### src/rtl/xbus_pkg.sv
`timescale 1ns/1ps
package xbus_pkg;

   typedef enum logic [2:0] {
      ST_IDLE,
      ST_ALIGN,
      ST_LEAD,
      ST_ACTIVE,
      ST_TRAIL
   } xrd_state_t;

endpackage

### src/rtl/xbus_clkgen.sv
`timescale 1ns/1ps
// Output bus clock source: full rate, or divided by two when selected.
// rise_next tells whether the coming clk edge is a rising bus_clk edge.
module xbus_clkgen #(
   parameter bit HALF_EN = 1'b1
) (
   input  logic clk,
   input  logic rst_n,
   input  logic half_sel,
   output logic bus_clk,
   output logic rise_next
);

   generate
      if (HALF_EN) begin : g_div
         logic div_q;

         always_ff @(posedge clk or negedge rst_n) begin
            if (!rst_n) div_q <= 1'b0;
            else        div_q <= ~div_q;
         end

         assign bus_clk   = half_sel ? div_q : clk;
         assign rise_next = half_sel ? ~div_q : 1'b1;
      end else begin : g_full
         logic unused_in;
         assign unused_in = half_sel ^ rst_n;
         assign bus_clk   = clk;
         assign rise_next = 1'b1;
      end
   endgenerate

endmodule

### src/rtl/xbus_phase_tmr.sv
`timescale 1ns/1ps
// Down counter for phase lengths: loads length-1, counts to zero, rests there.
module xbus_phase_tmr #(
   parameter int LEN_W = 5
) (
   input  logic             clk,
   input  logic             rst_n,
   input  logic             load,
   input  logic [LEN_W-1:0] load_val,
   input  logic             run,
   output logic             zero
);

   logic [LEN_W-1:0] cnt_q;

   always_ff @(posedge clk or negedge rst_n) begin
      if (!rst_n)                   cnt_q <= '0;
      else if (load)                cnt_q <= load_val;
      else if (run && cnt_q != '0)  cnt_q <= cnt_q - {{(LEN_W-1){1'b0}}, 1'b1};
   end

   assign zero = (cnt_q == '0);

endmodule

### src/rtl/xbus_rd_dpath.sv
`timescale 1ns/1ps
// Address latch, held bus address and read-data capture.
module xbus_rd_dpath #(
   parameter int ADDR_W = 19,
   parameter int DATA_W = 16
) (
   input  logic              clk,
   input  logic              rst_n,
   input  logic [ADDR_W-1:0] req_addr,
   input  logic              lat_en,
   input  logic              drive_en,
   input  logic [DATA_W-1:0] bus_din,
   input  logic              cap_en,
   output logic [ADDR_W-1:0] bus_addr,
   output logic [DATA_W-1:0] rd_data
);

   logic [ADDR_W-1:0] pend_addr_q;
   logic [ADDR_W-1:0] out_addr_q;
   logic [DATA_W-1:0] data_q;

   always_ff @(posedge clk or negedge rst_n) begin
      if (!rst_n)      pend_addr_q <= '0;
      else if (lat_en) pend_addr_q <= req_addr;
   end

   // the bus address moves only when a lead phase begins
   always_ff @(posedge clk or negedge rst_n) begin
      if (!rst_n)        out_addr_q <= '0;
      else if (drive_en) out_addr_q <= lat_en ? req_addr : pend_addr_q;
   end

   always_ff @(posedge clk or negedge rst_n) begin
      if (!rst_n)      data_q <= '0;
      else if (cap_en) data_q <= bus_din;
   end

   assign bus_addr = out_addr_q;
   assign rd_data  = data_q;

endmodule

### src/rtl/xbus_rd_seq.sv
`timescale 1ns/1ps
module xbus_rd_seq
   import xbus_pkg::*;
#(
   parameter int ADDR_W  = 19,
   parameter int DATA_W  = 16,
   parameter int CNT_W   = 4,
   parameter bit HALF_EN = 1'b1
) (
   input  logic              clk,
   input  logic              rst_n,
   input  logic              req_valid,
   input  logic [ADDR_W-1:0] req_addr,
   output logic              busy,
   output logic [DATA_W-1:0] rd_data,
   output logic              rd_done,
   input  logic [CNT_W-1:0]  cfg_lead,
   input  logic [CNT_W-1:0]  cfg_active,
   input  logic [CNT_W-1:0]  cfg_trail,
   input  logic              cfg_use_rdy,
   input  logic              cfg_x2,
   input  logic              cfg_half_clk,
   output logic              bus_clk,
   output logic              bus_cs_n,
   output logic [ADDR_W-1:0] bus_addr,
   output logic              bus_rd_n,
   output logic              bus_we_n,
   output logic              bus_rnw,
   input  logic [DATA_W-1:0] bus_din,
   input  logic              bus_rdy
);

   localparam int LEN_W = CNT_W + 1;

   generate
      if (ADDR_W < 1) begin : g_bad_addr
         $error("xbus_rd_seq: ADDR_W must be at least 1");
      end
      if (DATA_W < 1) begin : g_bad_data
         $error("xbus_rd_seq: DATA_W must be at least 1");
      end
      if (CNT_W < 2) begin : g_bad_cnt
         $error("xbus_rd_seq: CNT_W must be at least 2");
      end
   endgenerate

   // effective phase length minus one, doubled on request
   function automatic logic [LEN_W-1:0] len_m1(input logic [CNT_W-1:0] n, input logic dbl);
      logic [LEN_W-1:0] eff;
      eff = dbl ? {n, 1'b0} : {1'b0, n};
      return eff - {{(LEN_W-1){1'b0}}, 1'b1};
   endfunction

   xrd_state_t state_q, state_d;

   logic [CNT_W-1:0] lat_lead_q, lat_act_q, lat_trail_q;
   logic             lat_use_q, lat_x2_q;
   logic             rise_next;
   logic             tmr_zero, tmr_load;
   logic [LEN_W-1:0] tmr_val, lead_val;
   logic             accept, cap_en, drive_en, done_q;

   xbus_clkgen #(.HALF_EN(HALF_EN)) u_clk (
      .clk       (clk),
      .rst_n     (rst_n),
      .half_sel  (cfg_half_clk),
      .bus_clk   (bus_clk),
      .rise_next (rise_next)
   );

   assign accept = (state_q == ST_IDLE) && req_valid;

   always_comb begin
      state_d = state_q;
      case (state_q)
         ST_IDLE:   if (req_valid) state_d = rise_next ? ST_LEAD : ST_ALIGN;
         ST_ALIGN:  state_d = ST_LEAD;
         ST_LEAD:   if (tmr_zero) state_d = ST_ACTIVE;
         ST_ACTIVE: if (tmr_zero && (!lat_use_q || bus_rdy)) state_d = ST_TRAIL;
         ST_TRAIL:  if (tmr_zero) state_d = ST_IDLE;
         default:   state_d = ST_IDLE;
      endcase
   end

   always_ff @(posedge clk or negedge rst_n) begin
      if (!rst_n) state_q <= ST_IDLE;
      else        state_q <= state_d;
   end

   always_ff @(posedge clk or negedge rst_n) begin
      if (!rst_n) begin
         lat_lead_q  <= '0;
         lat_act_q   <= '0;
         lat_trail_q <= '0;
         lat_use_q   <= 1'b0;
         lat_x2_q    <= 1'b0;
      end else if (accept) begin
         lat_lead_q  <= cfg_lead;
         lat_act_q   <= cfg_active;
         lat_trail_q <= cfg_trail;
         lat_use_q   <= cfg_use_rdy;
         lat_x2_q    <= cfg_x2;
      end
   end

   // lead starts either at acceptance (live settings) or after alignment (latched)
   assign lead_val = (state_q == ST_IDLE) ? len_m1(cfg_lead, cfg_x2) : len_m1(lat_lead_q, lat_x2_q);

   always_comb begin
      case (state_d)
         ST_LEAD:   tmr_val = lead_val;
         ST_ACTIVE: tmr_val = len_m1(lat_act_q, lat_x2_q);
         default:   tmr_val = len_m1(lat_trail_q, lat_x2_q);
      endcase
   end

   assign tmr_load = (state_d != state_q) &&
                     (state_d == ST_LEAD || state_d == ST_ACTIVE || state_d == ST_TRAIL);

   xbus_phase_tmr #(.LEN_W(LEN_W)) u_tmr (
      .clk      (clk),
      .rst_n    (rst_n),
      .load     (tmr_load),
      .load_val (tmr_val),
      .run      (busy),
      .zero     (tmr_zero)
   );

   assign drive_en = (state_d == ST_LEAD) && (state_q != ST_LEAD);
   assign cap_en   = (state_q == ST_ACTIVE) && (state_d == ST_TRAIL);

   xbus_rd_dpath #(.ADDR_W(ADDR_W), .DATA_W(DATA_W)) u_dp (
      .clk      (clk),
      .rst_n    (rst_n),
      .req_addr (req_addr),
      .lat_en   (accept),
      .drive_en (drive_en),
      .bus_din  (bus_din),
      .cap_en   (cap_en),
      .bus_addr (bus_addr),
      .rd_data  (rd_data)
   );

   always_ff @(posedge clk or negedge rst_n) begin
      if (!rst_n) done_q <= 1'b0;
      else        done_q <= (state_q == ST_TRAIL) && (state_d == ST_IDLE);
   end

   assign rd_done  = done_q;
   assign busy     = (state_q != ST_IDLE);
   assign bus_cs_n = !(state_q == ST_LEAD || state_q == ST_ACTIVE || state_q == ST_TRAIL);
   assign bus_rd_n = (state_q != ST_ACTIVE);
   assign bus_we_n = 1'b1;
   assign bus_rnw  = 1'b1;

endmodule

### config.mk
export PLATFORM = sky130hd
export DESIGN_NAME = xbus_rd_seq
export DESIGN_NICKNAME = d
export VERILOG_FILES = /design/src/rtl/xbus_pkg.sv /design/src/rtl/xbus_clkgen.sv /design/src/rtl/xbus_phase_tmr.sv /design/src/rtl/xbus_rd_dpath.sv /design/src/rtl/xbus_rd_seq.sv
export SDC_FILE = /design/constraint.sdc
export NUM_CORES = 1
export LEC_CHECK = 0
export BUFFER_PORTS_ARGS = -buffer_cell sky130_fd_sc_hd__buf_2
export CORE_MARGIN = 2
export CORE_UTILIZATION = 48
export CTS_CLUSTER_DIAMETER = 40
export CTS_CLUSTER_SIZE = 24
export DETAILED_ROUTE_END_ITERATION = 8
export PLACE_DENSITY = 0.74
export REMOVE_ABC_BUFFERS = 1
export SLEW_MARGIN = 30
export SYNTH_ARGS = -nofsm -noshare
export SYNTH_HDL_FRONTEND = slang
export SYNTH_SLANG_ARGS = --single-unit
### constraint.sdc
create_clock -name clk -period 7.8 [get_ports clk]
set_input_delay 1.56 -clock clk [delete_from_list [all_inputs] [get_ports clk]]
set_output_delay 1.56 -clock clk [all_outputs]
set_load 0.1 [all_outputs]
==> flow_metrics.tcl <==
set metrics [dict create \
    setup_viol 0 \
    outcome "finished, final reports clean" \
    vias 2556 \
    ys.flop_type "dfrtp_1" \
    drc_errors 0 \
    finalNetCount 430 \
    ant_nets 0 \
    async_flop_share_pct 100 \
    critPathArrivalTime_ns 4.69 \
    drive_above_1_share_pct 51.2 \
    antenna_found_initial 0 \
    ff_latch_area_mm2 0.00195 \
    dieArea_mm2 0.00824 \
    endpoint_kind "primary output" \
    firstDrtPassIters 4 \
    synth_fa_ha_area_share_pct 0.346 \
    muxShareOfSynthArea_pct 24.9 \
    routed_wl_um 7110 \
    yosys.area.top_type "dfrtp_1" \
    ys_top_cells_by_count "dfrtp_1, mux2_2, nand2_1" \
    via_per_inst 5.35 \
    post_cts_buffers 0 \
    synth_compound_area_share_pct 8.51 \
    dp_hpwl_um 5010 \
    start_util_pct 49.6 \
    ys_warn_count 0 \
    synth_edf_count 0 \
    io_buffers 93 \
    worst_slew_pin_slew_ns 0.693 \
    cts_resized 0 \
    multi_input_comb_area_mm2 0.00158 \
    drv_cap 0 \
    critical_path_class "clock port to primary output" \
    coreArea_mm2 0.00729 \
    rows 31 \
    clock_latency_ns 0.46 \
    cts_hold_repair.buffers 0 \
    worstPathRequired_ns 6.24 \
    hold_violations 0 \
    relSlewSlack_pct 53.8 \
    yosys_register_bits 78 \
    yosys.area_share.simple_pct 8.30 \
    synth_top_area_share_pct 54.0 \
    synth_top_family_by_area "multiplexers" \
    critical_path.max_fanout 2 \
    startpoint_type "clock port" \
    synthTopCellsByArea "dfrtp_1, mux2_2, mux2i_1" \
    area_delta_synth_final_pct 21.6 \
    grt_pass1_wl_um 12100 \
    syn_area_mm2 0.00362 \
    yosysMostFrequentCell "dfrtp_1" \
    io_pins 96 \
    chipWidth_um 90.8 \
    wire_per_inst_um 14.9 \
    clkTransAtPathRegs_ns 0.07 \
    synth_xor_area_share_pct 1.21 \
    grt_pass1_vias 2612 \
    nFillCells 630 \
    track_usage_pct 18.8 \
    drtIter0Drc 168 \
    die_h_um 90.8 \
    cts_tree "done" \
    slew_violations 0 \
    gp_congestion 0.925 \
    diodes 0 \
    synth-seq-area-share_pct 54.0 \
    min_path_type "register to register" \
    syn_avg_cell_area_um2 12.9 \
    finalClockSkew_ns 0.00931 \
    grt_max_degree 79 \
    tns_ns 0 \
    yosysUniqueCellTypes 48 \
    grt_setup_unrepaired "false" \
    gr-total-overflow 0 \
    netlist_instances 280 \
]
## logic make-up (layout without fill, tap and decap cells)
logic type,count (synthesis),in the layout
mux,80,80
flops,78,78
simple gates,54,54
compound gates,40,40
buf+inv,21,119
xor+xnor,5,5
fa+ha+maj,1,1
other cells,1,2
## sequential cells by signal (all words and copies together), names as in the netlist
| register | flops |
|---|---|
| u_dp.bus_addr | 19 |
| lat_act_q | 4 |
| lat_use_q | 1 |
| u_clk.g_div.div_q | 1 |
| lat_lead_q | 4 |
| u_dp.rd_data | 16 |
| lat_x2_q | 1 |
| state_q | 3 |
| lat_trail_q | 4 |
| u_dp.pend_addr_q | 19 |
| rd_done | 1 |
| u_tmr.cnt_q | 5 |
## cell type report
class | count | share of cell area (%)
Clock buffer | 13 | 3.87
Clock inverter | 6 | 1.42
Inverter | 6 | 0.512
Multi-Input combinational cell | 182 | 36.0
Sequential cell | 78 | 44.4
Tap cell | 99 | 2.82
Timing Repair Buffer | 94 | 11.0
## per-stage QoR
stage,worst slack [ns],utilization [%],instance area [um^2],cells,hold WS (ns)
finish,1.55,60.3,4400,478,0.495
global route,1.54,60.3,4400,478,0.514
CTS,1.54,60.2,4390,478,0.496
detailed placement,1.82,57.1,4160,460,0.480
global placement,1.82,57.1,4160,460,0.459
floorplan,1.87,-,3550,266,0.427
## per-layer routing
metal | part of all wire [%] | GRT usage (%) | vias to the layer above
met5 | 0 | 0 | -
met3 | 9.3 | 7.51 | 14
met4 | 1.9 | 8.84 | 0
met1 | 43 | 23.8 | 1234
li1 | - | - | 1201
met2 | 46 | 28.2 | 107
## critical path: stages
cell and delay [ns]:
clkbuf_8 0.11, clkbuf_8 0.11, mux2_2 0.26, buf_2 0.30
## layout by cell type, fill, tap and decap left out, types with 3 or more instances in the layout
cell      count
buf_2        92
dfrtp_1      78
mux2_2       71
nand2_1      16
clkbuf_8     12
mux2i_1       8
nor2_1        7
a21oi_1       7
o21ai_0       6
inv_1         6
nand2b_1      5
a211oi_1      5
nor2b_1       4
nor3_1        4
xnor2_1       4
nor4_1        3
nand3_1       3
a31oi_1       3
a211o_1       3
clkinv_2      3
## path summary, 6_finish.rpt
path | startpoint | end | slack (ns) | depth (start not counted)
worst max-delay path | clk | bus_clk | 1.55 | 4
worst min-delay path | u_dp.pend_addr_q[9] | u_dp.pend_addr_q[9] | 0.49 | 1
worst max register to register | u_tmr.cnt_q[1] | u_tmr.cnt_q[4] | 4.40 | 12
worst min register to register | u_dp.pend_addr_q[9] | u_dp.pend_addr_q[9] | 0.49 | 1
max in group asynchronous | rst_n | u_dp.pend_addr_q[16] | 6.20 | 1
min in group asynchronous | rst_n | u_tmr.cnt_q[4] | 1.09 | 1
Power is not shown: default switching activity piles up to over one toggle a cycle in this logic, so the estimate is an artifact.
